`config.mk`:
```
export PLATFORM = sky130hd
export DESIGN_NAME = edge_capture_unit
export DESIGN_NICKNAME = d
export VERILOG_FILES = /design/src/rtl/cap_pkg.sv /design/src/rtl/cap_sync.sv /design/src/rtl/cap_channel.sv /design/src/rtl/cap_status.sv /design/src/rtl/edge_capture_unit.sv
export SDC_FILE = /design/constraint.sdc
export NUM_CORES = 1
export LEC_CHECK = 0
export BUFFER_PORTS_ARGS = -buffer_cell sky130_fd_sc_hd__buf_2
export CORE_MARGIN = 2
export CORE_UTILIZATION = 48
export DETAILED_ROUTE_END_ITERATION = 6
export MAX_ROUTING_LAYER = met4
export PLACE_DENSITY = 0.79
export RECOVER_POWER = 100
export SYNTH_ARGS = -nofsm -noshare
export SYNTH_HDL_FRONTEND = slang
export SYNTH_SLANG_ARGS = --single-unit
```
`constraint.sdc`:
```
create_clock -name clk -period 2.3 [get_ports clk]
set_input_delay 0.115 -clock clk [delete_from_list [all_inputs] [get_ports clk]]
set_output_delay 0.115 -clock clk [all_outputs]
set_load 0.02 [all_outputs]
```
`src/rtl/cap_pkg.sv`:
```
package cap_pkg;

    typedef enum logic [1:0] {
        EDGE_OFF  = 2'd0,
        EDGE_RISE = 2'd1,
        EDGE_FALL = 2'd2,
        EDGE_BOTH = 2'd3
    } edge_mode_e;

    typedef struct packed {
        logic rise;
        logic fall;
    } edge_ev_t;

    function automatic edge_ev_t detect_edges(input logic now_lvl, input logic old_lvl);
        edge_ev_t ev;
        ev.rise = now_lvl & ~old_lvl;
        ev.fall = ~now_lvl & old_lvl;
        return ev;
    endfunction

    function automatic logic edge_qualifies(input edge_mode_e mode, input edge_ev_t ev);
        logic q;
        unique case (mode)
            EDGE_RISE: q = ev.rise;
            EDGE_FALL: q = ev.fall;
            EDGE_BOTH: q = ev.rise | ev.fall;
            default:   q = 1'b0;
        endcase
        return q;
    endfunction

endpackage

```
`src/rtl/cap_sync.sv`:
```
module cap_sync #(
    parameter int STAGES = 2
) (
    input  logic clk,
    input  logic rst,
    input  logic pin_async,
    output logic lvl_now,
    output logic lvl_old
);
    logic [STAGES-1:0] chain;

    generate
        if (STAGES == 1) begin : g_one
            always_ff @(posedge clk) begin
                if (rst) chain <= '0;
                else     chain <= pin_async;
            end
        end else begin : g_many
            always_ff @(posedge clk) begin
                if (rst) chain <= '0;
                else     chain <= {chain[STAGES-2:0], pin_async};
            end
        end
    endgenerate

    always_ff @(posedge clk) begin
        if (rst) lvl_old <= 1'b0;
        else     lvl_old <= chain[STAGES-1];
    end

    assign lvl_now = chain[STAGES-1];
endmodule

```
`src/rtl/cap_channel.sv`:
```
module cap_channel
    import cap_pkg::*;
#(
    parameter int CNT_W       = 32,
    parameter int SYNC_STAGES = 2
) (
    input  logic             clk,
    input  logic             rst,
    input  logic             pin_async,
    input  logic [1:0]       mode_code,
    input  logic [CNT_W-1:0] count_in,
    output logic             hit,
    output logic [CNT_W-1:0] held
);
    logic       lvl_now;
    logic       lvl_old;
    edge_ev_t   ev;
    edge_mode_e mode;

    cap_sync #(.STAGES(SYNC_STAGES)) u_sync (
        .clk      (clk),
        .rst      (rst),
        .pin_async(pin_async),
        .lvl_now  (lvl_now),
        .lvl_old  (lvl_old)
    );

    always_comb begin
        mode = edge_mode_e'(mode_code);
        ev   = detect_edges(lvl_now, lvl_old);
        hit  = edge_qualifies(mode, ev);
    end

    always_ff @(posedge clk) begin
        if (rst)      held <= '0;
        else if (hit) held <= count_in;
    end
endmodule

```
`src/rtl/cap_status.sv`:
```
module cap_status #(
    parameter int NCH = 4
) (
    input  logic           clk,
    input  logic           rst,
    input  logic [NCH-1:0] hit,
    input  logic           clr_wr,
    input  logic [NCH-1:0] clr_mask,
    input  logic [NCH-1:0] irq_en,
    output logic [NCH-1:0] flags,
    output logic           irq
);
    logic [NCH-1:0] clr_eff;

    assign clr_eff = clr_wr ? clr_mask : '0;

    genvar i;
    generate
        for (i = 0; i < NCH; i++) begin : g_flag
            always_ff @(posedge clk) begin
                if (rst)             flags[i] <= 1'b0;
                else if (hit[i])     flags[i] <= 1'b1;
                else if (clr_eff[i]) flags[i] <= 1'b0;
            end
        end
    endgenerate

    assign irq = |(flags & irq_en);
endmodule

```
`src/rtl/edge_capture_unit.sv`:
```
module edge_capture_unit
    import cap_pkg::*;
#(
    parameter int NCH         = 4,
    parameter int CNT_W       = 32,
    parameter int SYNC_STAGES = 2
) (
    input  logic                 clk,
    input  logic                 rst,
    input  logic [CNT_W-1:0]     count_in,
    input  logic [NCH-1:0]       cap_pin,
    input  logic [2*NCH-1:0]     edge_sel,
    input  logic [NCH-1:0]       irq_en,
    input  logic                 clr_wr,
    input  logic [NCH-1:0]       clr_mask,
    output logic [NCH*CNT_W-1:0] cap_val,
    output logic [NCH-1:0]       cap_flag,
    output logic                 irq
);
    logic [NCH-1:0] hit_vec;

    genvar c;
    generate
        for (c = 0; c < NCH; c++) begin : g_ch
            cap_channel #(
                .CNT_W      (CNT_W),
                .SYNC_STAGES(SYNC_STAGES)
            ) u_ch (
                .clk      (clk),
                .rst      (rst),
                .pin_async(cap_pin[c]),
                .mode_code(edge_sel[2*c +: 2]),
                .count_in (count_in),
                .hit      (hit_vec[c]),
                .held     (cap_val[CNT_W*c +: CNT_W])
            );
        end
    endgenerate

    cap_status #(.NCH(NCH)) u_status (
        .clk     (clk),
        .rst     (rst),
        .hit     (hit_vec),
        .clr_wr  (clr_wr),
        .clr_mask(clr_mask),
        .irq_en  (irq_en),
        .flags   (cap_flag),
        .irq     (irq)
    );
endmodule

```
## Yosys cells after proc, flatten, opt, wreduce, memory -nomap -nowiden

Index checks and enable logic that the tools add are counted.

- Input bits: 55
- Bits in registers: 144
- Output and inout bits: 133

- Bitwise operators: 21
- Reductions and logical operators: 5
- Mux-type cells: 13
- Eq/ne operators: 12

Operator list:

| operator | number |
|---|---|
| $eq A2 B2 Y1 const B | 8 |
| $pmux W1 S3 | 4 |
| $and A1 B1 Y1 | 8 |
| $eq A2 B1 Y1 const B | 4 |
| $mux W1 | 8 |
| $not A1 Y1 | 8 |
| $reduce_bool A2 Y1 | 4 |
| $and A4 B4 Y4 | 1 |
| $mux W4 | 1 |
| $or A1 B1 Y1 | 4 |
| $reduce_or A4 Y1 | 1 |

## Depth between registers and ports, before layout

Gate-level depths: netlist of run 1.

- Depth in word-level cells: 5
- Depth in mapped cells: 7

## Modules after synthesis

A second synthesis of run 1 with hierarchy kept.

- Cells, all modules: 551
- Area, all modules: 6,500.0 µm²

By module, submodules not included:

| module | cells an instance | area each (µm²) | times used |
|---|---|---|---|
| cap_channel | 127 | 1,505.2 | 4 |
| cap_sync | 6 | 78.8 | 4 |
| cap_status | 19 | 163.9 | 1 |

## Least setup slack after synthesis of run 1

Ideal clock, no wire load.

- Path type: register to register
- Start point: reg g_ch[1].u_ch.u_sync.lvl_old
- End point: reg g_ch[1].u_ch.held[0]
- Period minus slack after synthesis: 1,484 ps
- Stages on the path, launching flop included: 7
- Slack: 816 ps
- Arrival time: 1,367 ps
- Cell sequence: dfxtp_1 -> inv_1 -> ha_1 -> a21oi_1 -> o2bb2ai_2 -> buf_2 -> a22o_1

- Word-level cells in the longest chain between the ends: 4
- Elaborated cells on any way between the ends: 5
- Those cells by class: mux: 1; bitwise: 4

RTL lines:

| what | line | source |
|---|---|---|
| start: declaration | cap_sync.sv:8 | `output logic lvl_old` |
| start signal: assignment | cap_sync.sv:28 | `else lvl_old <= chain[STAGES-1];` |
| $not A1 Y1 | cap_pkg.sv:17 | `ev.rise = now_lvl & ~old_lvl;` |
| $and A1 B1 Y1 | cap_pkg.sv:17 |  |
| $or A1 B1 Y1 | cap_pkg.sv:27 | `EDGE_BOTH: q = ev.rise \| ev.fall;` |
| $pmux W1 S3 (*) | cap_pkg.sv:24 | `unique case (mode)` |
| end signal: assignment | cap_channel.sv:36 | `else if (hit) held <= count_in;` |
| end: declaration | cap_channel.sv:13 | `output logic [CNT_W-1:0] held` |

Every way passes the cells marked *; elsewhere a longest branch is shown, timed or not.
A chain may end at the register's enable or synchronous reset.

## Final worst setup path of run 1

- Start point: reg g_ch[3].u_ch.u_sync.lvl_old
- End point: reg g_ch[3].u_ch.held[22]

- Word-level cells in the longest chain between the ends: 4
- Elaborated cells on any way between the ends: 5
- Those cells by class: mux: 1; bitwise: 4

RTL lines:

| what | line |
|---|---|
| start: declaration | cap_sync.sv:8 |
| start signal: assignment | cap_sync.sv:28 |
| $not A1 Y1 | cap_pkg.sv:17 |
| $and A1 B1 Y1 | cap_pkg.sv:17 |
| $or A1 B1 Y1 | cap_pkg.sv:27 |
| $pmux W1 S3 (*) | cap_pkg.sv:24 |
| end signal: assignment | cap_channel.sv:36 |
| end: declaration | cap_channel.sv:13 |

Marked as above.

==> metrics.csv, run 1 <==
metric,value,unit
status,"complete, no violations",
hold_path_class,in -> reg,
synthAdderAreaFrac,0.02088,
yosys.area_share.simple,0.04776,
syn-num-nets,441,
grt_overflow,0,
die_area,10800,sq um
clk_path_buf_depth,2,
grt_pass1_vias,4095,
final-hold-violation-count,0,
ys_ff_latch,144,
use_met2,0.4088,
whs_path_depth,2,
grtUsageMet3,0.06140,
clk-insertion-delay-late,0.52,ns
avgSynthCellArea,12.68,sq um
critPathLaunchType,register,
setup_viol,0,
fin_util,0.6822,
yosysUniqueCellTypes,21,
track_usage,0.2531,
use_met1,0.2965,
timing.hold.ws,0.04152,ns
maxCapViolations,0,
cp-end-kind,register,
core-area,9729,sq um
slew_viol_final,0,
grt_most_used_layer,met2,
pin_count,188,
cts_sinks,144,
drtPass1Iterations,4,
yosysWarnings,0,
ff2ff_path_depth,6,
antenna_found_initial,0,
drtIter0Drc,234,
worstPathRequired,2.75,ns
via_count,4064,
hold_buffers,47,
fp.dieW,103.9,microns
drt-total-wl,13380,microns
grt_max_degree,33,
fillers,790,
finalSetupTns,0,ns
wl_per_cell,17.69,microns
syn_area,4795,sq um
finalCriticalPeriod,1.991,ns
drc,0,
r2r_end,g_ch[3].u_ch.held[22],
clock_skew,0.007875,ns
cp_data_arrival_time,2.44,ns
nets,673,
initial_core_util,0.4928,
worstHoldStart,rst,
ant_nets,0,
htree_levels,4,
antenna_cells,0,
grt_first_pass_wirelength,20960,microns
synth_mux_area_frac,0.006263,
peakVddDrop,0.5008,mV
path_class,reg -> reg,
worst_pin_slew,0.9801,ns
synth_top_family_by_area,compound AO/OA/AOI/OAI gates,
rrSetupSlack,0.31,ns
fmax,0.5022,GHz
die_h,103.9,microns
worstHoldEndpoint,g_ch[2].u_ch.u_sync.lvl_old,
timing.final.crit_share,0.8657,
rr_startpoint,g_ch[3].u_ch.u_sync.lvl_old,
fp-row-count,36,
cts_root_buffer,clkbuf_8,
place.gp.congestion,0.7956,
p_per_area,878.9,nW/um^2
viasPerCell,5.376,
syn_inst,378,
numCtsBuffers,17,
p_leak,2.711,nW
port_buffers,187,
layout-drive-gt1-share,0.1589,
synth_xor_area_frac,0,
maxSlewHeadroom,0.3456,
clk_pin_slew,0.06,ns
synth-compound-area-share,0.2670,
cts_setup_buffers,0,
critPathMaxFanout,18,
dp_hpwl,8235,microns
yosysSeqAreaShare,0.6013,
syn_to_final_growth,38.44,%
cts_resized,0,
cts_tree,done,
rsz0062_at_grt,false,
[critical path, stage by stage (launching register included)]
cell	delay [ns]
dfxtp_1	0.33
inv_1	0.05
ha_1	0.28
mux2i_1	0.35
a32o_2	0.52
buf_12	0.22
a22o_1	0.16
[where the power goes]
part	internal (W)	leakage [nW]	switching, W
clock network	0.00155	0.262	0.00105
registers	0.00259	1.17	0.0000554
logic	0.000222	1.28	0.000363
[cell type report]
class,instances,area (sq um),area share
Clock buffer,20,425.4,0.06409
Clock inverter,12,135.1,0.02036
Inverter,11,41.29,0.006221
Multi-Input combinational cell,196,1689,0.2545
Sequential cell,144,2883,0.4343
Tap cell,133,166.4,0.02507
Timing Repair Buffer,240,1297,0.1955
[how the worst max path moves through the flow]
stage / from / to / slack (ns) / depth (start not counted)
after floorplan: g_ch[1].u_ch.u_sync.lvl_old / g_ch[1].u_ch.held[0] / 0.82 / 6
after global routing: g_ch[3].u_ch.u_sync.lvl_old / g_ch[3].u_ch.held[22] / 0.25 / 6
final: g_ch[3].u_ch.u_sync.lvl_old / g_ch[3].u_ch.held[22] / 0.31 / 6
after detailed placement: g_ch[3].u_ch.u_sync.lvl_old / g_ch[3].u_ch.held[22] / 0.37 / 6
after CTS: g_ch[3].u_ch.u_sync.lvl_old / g_ch[3].u_ch.held[22] / 0.33 / 6
after global placement: g_ch[3].u_ch.u_sync.lvl_old / g_ch[3].u_ch.held[27] / 0.42 / 6
[sequential cells by signal (all words and copies together) (netlist names)]
signal                    cells
g_ch.u_ch.held              128
u_status.flags                4
g_ch.u_ch.u_sync.chain        8
g_ch.u_ch.u_sync.lvl_old      4
[synthesized netlist by cell type, drive strengths merged]
library cell	n	share of area
a221oi	4	0.0073
and2b	7	0.011
nand2b	4	0.0052
clkinv	2	0.0016
dfxtp	144	0.60
a22oi	2	0.0031
a22o	128	0.23
mux2i	3	0.0063
a21oi	1	0.0010
nor2b	5	0.0065
ha	8	0.021
nand2	9	0.0070
buf	27	0.048
nor2	17	0.018
a32o	4	0.0091
o2bb2ai	4	0.013
inv	9	0.0070
[cell usage in the layout, fill, tap and decap left out, types with 2 or more instances in the layout]
cell	instances
ha_1	8
clkbuf_16	16
o2bb2ai_4	4
buf_4	5
mux2i_1	3
and2b_1	7
buf_2	54
clkinv_4	2
clkbuf_1	136
nand2_1	9
a22oi_1	2
nor2_4	3
nor2b_1	5
a22o_1	128
inv_6	2
nand2b_1	4
dfxtp_1	144
inv_1	9
a32o_2	3
dlygate4sd3_1	47
clkinv_2	2
bufinv_16	2
clkinv_1	2
a221oi_1	4
nor2_1	14
clkinvlp_4	4
[layer usage]
layer | up-vias | wire (microns)
li1 | 1894 | -
met1 | 1963 | 5577
met2 | 172 | 6533
met3 | 35 | 813
met4 | 0 | 451
met5 | - | 0
[through the flow]
stage	instance area [sq um]	power, W	instances	setup slack (ns)
floorplan	4795	0.003013	378	0.8164
global placement	5773	0.003220	677	0.4220
detailed placement	5773	0.003234	677	0.3667
CTS	6804	0.005875	756	0.3253
global route	6638	0.006017	756	0.2488
finish	6638	0.005834	756	0.3089
[kinds of logic (layout without fill, tap and decap cells)]
logic type | count (synthesis) | count (layout)
buffers and inverters | 38 | 283
muxes | 3 | 3
and+or+nand+nor | 42 | 42
AOI/OAI and AO/OA | 143 | 143
DFF | 144 | 144
adders and majority gates | 8 | 8
No activity file was read; power rests on OpenSTA's default activity.
==> run 2: changes to the inputs <==
Settings changed: PLACE_DENSITY 0.79 to 0.75, SYNTH_HIERARCHICAL set to 1.
==> metrics.csv, run 2 <==
metric,value,unit,change
multi_input_area,3142,sq um,was 1689 sq um
rsz0062_at_grt,false,,unchanged
synth_top_family_by_area,compound AO/OA/AOI/OAI gates,,unchanged
avgSynthCellArea,11.80,sq um,was 12.68 sq um
peakVddDrop,0.4139,mV,was 0.5008 mV
power_frac_seq,0.448,,was 0.454
largest_register_ffs,128,,unchanged
synth-compound-area-share,0.4312,,was 0.2670
timing.final.crit_share,0.9438,,was 0.8657
async_flop_share,0,,unchanged
fmax,0.4607,GHz,was 0.5022 GHz
layout-drive-gt1-share,0.1632,,was 0.1589
nets,779,,was 673
finalCriticalPeriod,2.171,ns,was 1.991 ns
fin_cells,905,,was 756
wl_per_cell,22.84,microns,was 17.69 microns
finalPower,0.005879,W,was 0.005834 W
worst_pin_slew,1.298,ns,was 0.9801 ns
yosysTopAreaCellShare,0.4435,,was 0.6013
yosysSeqAreaShare,0.4435,,was 0.6013
via_count,5923,,"was 4,064"
finalSetupTns,0,ns,unchanged
drtPass1Iterations,5,,was 4
largest-register,g_ch.u_ch/held,,was g_ch.u_ch.held
setup_viol,0,,unchanged
met1_length,8673,microns,was 5577 microns
whs_path_depth,2,,unchanged
track_usage,0.2914,,was 0.2531
yosysMostFrequentCell,dfxtp_1,,unchanged
regArea,2883,sq um,unchanged
hold_path_class,in -> reg,,unchanged
cts_resized,0,,unchanged
clk-insertion-delay-late,0.42,ns,was 0.52 ns
pin_count,188,,unchanged
place_ws,0.1482,ns,was 0.3667 ns
reg.largest.list,"g_ch.u_ch/held: 128 flops, g_ch.u_ch/u_sync/chain: 8 flops",,"was g_ch.u_ch.held: 128 flops, g_ch.u_ch.u_sync.chain: 8 flops"
clkPwrFrac,0.441,,was 0.446
port_buffers,187,,unchanged
route.met2.wl,9749,microns,was 6533 microns
placed_cells,863,,was 677
synthTopCellsByCount,"144 x dfxtp_1, 128 x a221o_1, 128 x o211a_1",,"was 144 x dfxtp_1, 128 x a22o_1, 14 x nor2_1"
ff2ff_path_depth,6,,unchanged
grt_pass1_vias,5719,,"was 4,095"
synth_edf_count,0,,unchanged
cp_data_arrival_time,2.53,ns,was 2.44 ns
synth_area_leader_cell,dfxtp_1,,unchanged
mostFrequentLayoutCells,"144 x dfxtp_1, 137 x clkbuf_1, 128 x o211a_1, 128 x a221o_1, 55 x buf_2",,"was 144 x dfxtp_1, 136 x clkbuf_1, 128 x a22o_1"
final.setup.worst_slack,0.1293,ns,was 0.3089 ns
initial_core_util,0.4908,,was 0.4928
cp-end-kind,register,,unchanged
cts_sinks,144,,unchanged
antenna_cells,0,,unchanged
numCtsBuffers,17,,unchanged
switchingPower,0.001526,W,was 0.001472 W
die_area,14490,sq um,"was 10,800 sq um"
grt_first_pass_wirelength,31820,microns,"was 20,960 microns"
synth_xor_area_frac,0,,unchanged
clk_path_buf_depth,2,,unchanged
critPathLaunchType,register,,unchanged
final-hold-violation-count,0,,unchanged
p_leak,4.511,nW,was 2.711 nW
fp.dieW,120.4,microns,was 103.9 microns
switching_share,0.2597,,was 0.2523
syn-num-nets,614,,was 441
drt-total-wl,20670,microns,"was 13,380 microns"
fp-row-count,42,,was 36
clk_pin_slew,0.06,ns,about the same
synthAdderAreaFrac,0.01540,,was 0.02088
maxSlewHeadroom,0.1345,,was 0.3456
p_int,0.004352,W,was 0.004362 W
slew_viol_final,0,,unchanged
maxUsedRoutingLayer,met4,,unchanged
synth_area_leaders,"dfxtp_1 44%, a221o_1 20%, o211a_1 20%, buf_2 2.8%, buf_6 2.8%",,"was dfxtp_1 60%, a22o_1 23%, buf_6 3.1%, ha_1 2.1%, buf_2 1.4%"
syn_to_final_growth,20.79,%,was 38.44%
worstPathRequired,2.66,ns,was 2.75 ns
synth_mux_area_frac,0,,was 0.006263
clock_skew,0.008890,ns,was 0.007875 ns
p_per_area,748.8,nW/um^2,was 878.9 nW/um^2
drc,0,,unchanged
yosysWarnings,6,,was 0
fillers,1149,,was 790
ys_ff_latch,144,,unchanged
hold_buffers,10,,was 47
ant_nets,0,,unchanged
htree_levels,4,,unchanged
final_common_cell,dfxtp_1,,unchanged
grt_overflow,0,,unchanged
grt_max_degree,34,,was 33
fin_util,0.5929,,was 0.6822
die_h,120.4,microns,was 103.9 microns
cts_tree,done,,unchanged
cts_setup_buffers,0,,unchanged
viasPerCell,6.545,,was 5.376
cts_root_buffer,clkbuf_16,,was clkbuf_8
status,"complete, no violations",,unchanged
dp_hpwl,13030,microns,was 8235 microns
core-area,13240,sq um,was 9729 sq um
yosysUniqueCellTypes,22,,was 21
maxCapViolations,0,,unchanged
critPathMaxFanout,21,,was 18
yosys.area_share.simple,0.03369,,was 0.04776
share_comb_of_total_power,0.111,,was 0.100
ys.flop_type,dfxtp_1,,unchanged
antenna_found_initial,0,,unchanged
wl_met3,1559,microns,was 813 microns
place.gp.congestion,0.8328,,was 0.7956
syn_inst,551,,was 378
path_class,reg -> reg,,unchanged
syn_area,6500,sq um,was 4795 sq um
drtIter0Drc,558,,was 234
run 2: worst max-delay path, cell delays in order (launching register included):
cell	delay, ns
dfxtp_1	0.35
inv_1	0.05
ha_1	0.27
nor2b_1	0.07
o41ai_4	0.77
buf_4	0.40
a221o_1	0.20
run 2: layout make-up:
cell class              count  area share
multi-input cells         323      0.4002
flip-flops and latches    144      0.3672
repair buffers            214      0.1259
clock buffers              27     0.06789
well taps                 176     0.02805
inverters                  16    0.007649
clock inverters             5    0.003187
run 2: power by group through the flow:
stage / Combinational [W] / Sequential (W) / Clock, W
CTS: 0.000669 / 0.00263 / 0.00262
floorplan: 0.000310 / 0.00276 / 0
detailed placement: 0.000655 / 0.00268 / 0
finish: 0.000653 / 0.00263 / 0.00259
global route: 0.000693 / 0.00264 / 0.00272
global placement: 0.000632 / 0.00268 / 0
run 2: through the flow:
step	hold WS (ns)	cell area, sq um
after global placement	0.3142	7378
after detailed placement	0.3218	7378
final	0.04353	7851
after floorplan	0.1866	6500
after CTS	0.03031	8036
after global routing	0.04666	7851
run 2: final timing paths:
check                           slack [ns]                            to                          from
worst max register to register        0.13          g_ch[0].u_ch/held[5]  g_ch[0].u_ch/u_sync/chain[1]
worst max-delay path                  0.13          g_ch[0].u_ch/held[5]  g_ch[0].u_ch/u_sync/chain[1]
worst min-delay path                  0.04         g_ch[1].u_ch/held[30]                  count_in[30]
worst min register to register        0.44  g_ch[3].u_ch/u_sync/chain[1]  g_ch[3].u_ch/u_sync/chain[0]
run 2: metal layers:
| layer | vias up | track usage |
|---|---|---|
| li1 | 2620 | - |
| met1 | 2960 | 0.3697 |
| met2 | 287 | 0.4371 |
| met3 | 56 | 0.06934 |
| met4 | 0 | 0.1424 |
| met5 | - | - |
run 2: cells by family (layout without fill, tap and decap cells):
family	after synthesis	count (layout)
AO/OA/AOI/OAI	278	278
adder cells (fa/ha/maj)	8	8
buffers and inverters	84	262
flip-flops	144	144
AND/OR/NAND/NOR	37	37
==> run 3: changes to the inputs <==
==> constraint.sdc (replaced) <==
create_clock -name clk -period 2.3 [get_ports clk]
set_input_delay 0.23 -clock clk [delete_from_list [all_inputs] [get_ports clk]]
set_output_delay 0.23 -clock clk [all_outputs]
set_load 0.02 [all_outputs]
==> metrics.csv, run 3 (synthesis results as in run 2) <==
metric,value,unit,change
status,"complete, no violations",,unchanged
peakVddDrop,0.4099,mV,was 0.4139 mV
cp_data_arrival_time,2.55,ns,was 2.53 ns
largest_register_ffs,128,,unchanged
fp.dieW,120.4,microns,unchanged
cts_root_buffer,clkbuf_16,,unchanged
largest-register,g_ch.u_ch/held,,unchanged
pin_count,188,,unchanged
final-hold-violation-count,0,,unchanged
finalCriticalPeriod,2.185,ns,was 2.171 ns
antenna_found_initial,0,,unchanged
cts_setup_buffers,0,,unchanged
drtIter0Drc,679,,was 558
cts_sinks,144,,unchanged
core-area,13240,sq um,unchanged
fmax,0.4576,GHz,was 0.4607 GHz
maxCapViolations,0,,unchanged
slew_viol_final,0,,unchanged
die_h,120.4,microns,unchanged
grt_pass1_vias,5521,,"was 5,719"
track_usage,0.2826,,was 0.2914
drtPass1Iterations,5,,unchanged
path_class,reg -> reg,,unchanged
worstPathRequired,2.66,ns,about the same
placed_cells,865,,was 863
reg.largest.list,"g_ch.u_ch/held: 128 flops, g_ch.u_ch/u_sync/chain: 8 flops",,unchanged
place.gp.congestion,0.8360,,was 0.8328
setup_viol,0,,unchanged
die_area,14490,sq um,unchanged
critPathLaunchType,register,,unchanged
wl_per_cell,22.74,microns,was 22.84 microns
nets,771,,was 779
finalSetupTns,0,ns,unchanged
numCtsBuffers,17,,unchanged
timing.final.crit_share,0.9501,,was 0.9438
clk-insertion-delay-late,0.42,ns,about the same
cp-end-kind,register,,unchanged
final.setup.worst_slack,0.1148,ns,was 0.1293 ns
layout-drive-gt1-share,0.1650,,was 0.1632
grt_first_pass_wirelength,30680,microns,"was 31,820 microns"
worst_pin_slew,1.080,ns,was 1.298 ns
htree_levels,4,,unchanged
clock_skew,0.005958,ns,was 0.008890 ns
cts_tree,done,,unchanged
rsz0062_at_grt,false,,unchanged
grt_max_degree,34,,unchanged
initial_core_util,0.4908,,unchanged
via_count,5884,,"was 5,923"
clk_path_buf_depth,2,,unchanged
final_common_cell,dfxtp_1,,unchanged
clk_pin_slew,0.06,ns,about the same
maxSlewHeadroom,0.2798,,was 0.1345
fp-row-count,42,,unchanged
critPathMaxFanout,22,,was 21
mostFrequentLayoutCells,"144 x dfxtp_1, 139 x clkbuf_1, 128 x o211a_1, 128 x a221o_1, 54 x buf_2",,"was 144 x dfxtp_1, 137 x clkbuf_1, 128 x o211a_1, 128 x a221o_1, 55 x buf_2"
drc,0,,unchanged
port_buffers,187,,unchanged
dp_hpwl,12950,microns,"was 13,030 microns"
fin_cells,897,,was 905
place_ws,0.1763,ns,was 0.1482 ns
ant_nets,0,,unchanged
grt_overflow,0,,unchanged
p_per_area,764.0,nW/um^2,was 748.8 nW/um^2
hold_buffers,0,,was 10
p_leak,4.489,nW,was 4.511 nW
fin_util,0.5899,,was 0.5929
finalPower,0.005968,W,was 0.005879 W
antenna_cells,0,,unchanged
cts_resized,0,,unchanged
syn_to_final_growth,20.17,%,was 20.79%
hold_path_class,in -> reg,,unchanged
viasPerCell,6.560,,was 6.545
drt-total-wl,20400,microns,"was 20,670 microns"
-- run 3: cell types whose count changed in the layout (fill, tap and decap cells not counted), sizes merged --
cell,delta
dlygate4sd3,-10
buf,+5
clkbuf,-4
bufinv,+2
clkinv,-1
-- run 3: worst paths after layout --
kind	cells after the start	from	end	slack (ns)
setup / recovery	6	g_ch[0].u_ch/u_sync/chain[1]	g_ch[0].u_ch/held[6]	0.11
hold reg to reg	1	g_ch[3].u_ch/u_sync/chain[0]	g_ch[3].u_ch/u_sync/chain[1]	0.44
setup reg to reg	6	g_ch[0].u_ch/u_sync/chain[1]	g_ch[0].u_ch/held[6]	0.11
hold / removal	2	cap_pin[1]	g_ch[1].u_ch/u_sync/chain[0]	0.02
-- run 3: area by class of cell --
class	instances	area (sq um)
fillers	1156	5431
multi-input cells	323	3142
flip-flops and latches	144	2883
repair buffers	206	937.1
clock buffers	26	489.2
well taps	176	220.2
clock inverters	6	80.08
inverters	16	60.06
-- run 3: layer usage --
metal | GRT usage | share of wire | vias up | wire length (microns)
li1 | - | - | 2609 | -
met1 | 0.3618 | 0.43 | 2913 | 8786
met2 | 0.4290 | 0.47 | 317 | 9502
met3 | 0.06698 | 0.078 | 45 | 1586
met4 | 0.1199 | 0.026 | 0 | 527
met5 | - | 0 | - | 0
-- run 3: metrics by stage --
step / hold slack, ns / cell area [sq um]
4_1_cts: 0.002066 / 7988
3_5_place_dp: 0.4284 / 7418
5_1_grt: 0.01017 / 7811
3_3_place_gp: 0.4199 / 7418
2_1_floorplan: 0.3016 / 6500
6_report: 0.01979 / 7811
-- run 3: where the power goes --
group,switching (W),total [W],internal (W)
logic,0.000452,0.000650,0.000198
registers,0.0000510,0.00263,0.00258
clock network,0.00101,0.00269,0.00168
-- run 3: critical path, cell delays in order (launching register included) --
cell     delay (ns)
dfxtp_1        0.35
inv_1          0.05
ha_1           0.27
nor2b_1        0.07
o41ai_4        0.76
buf_4          0.40
a221o_1        0.20
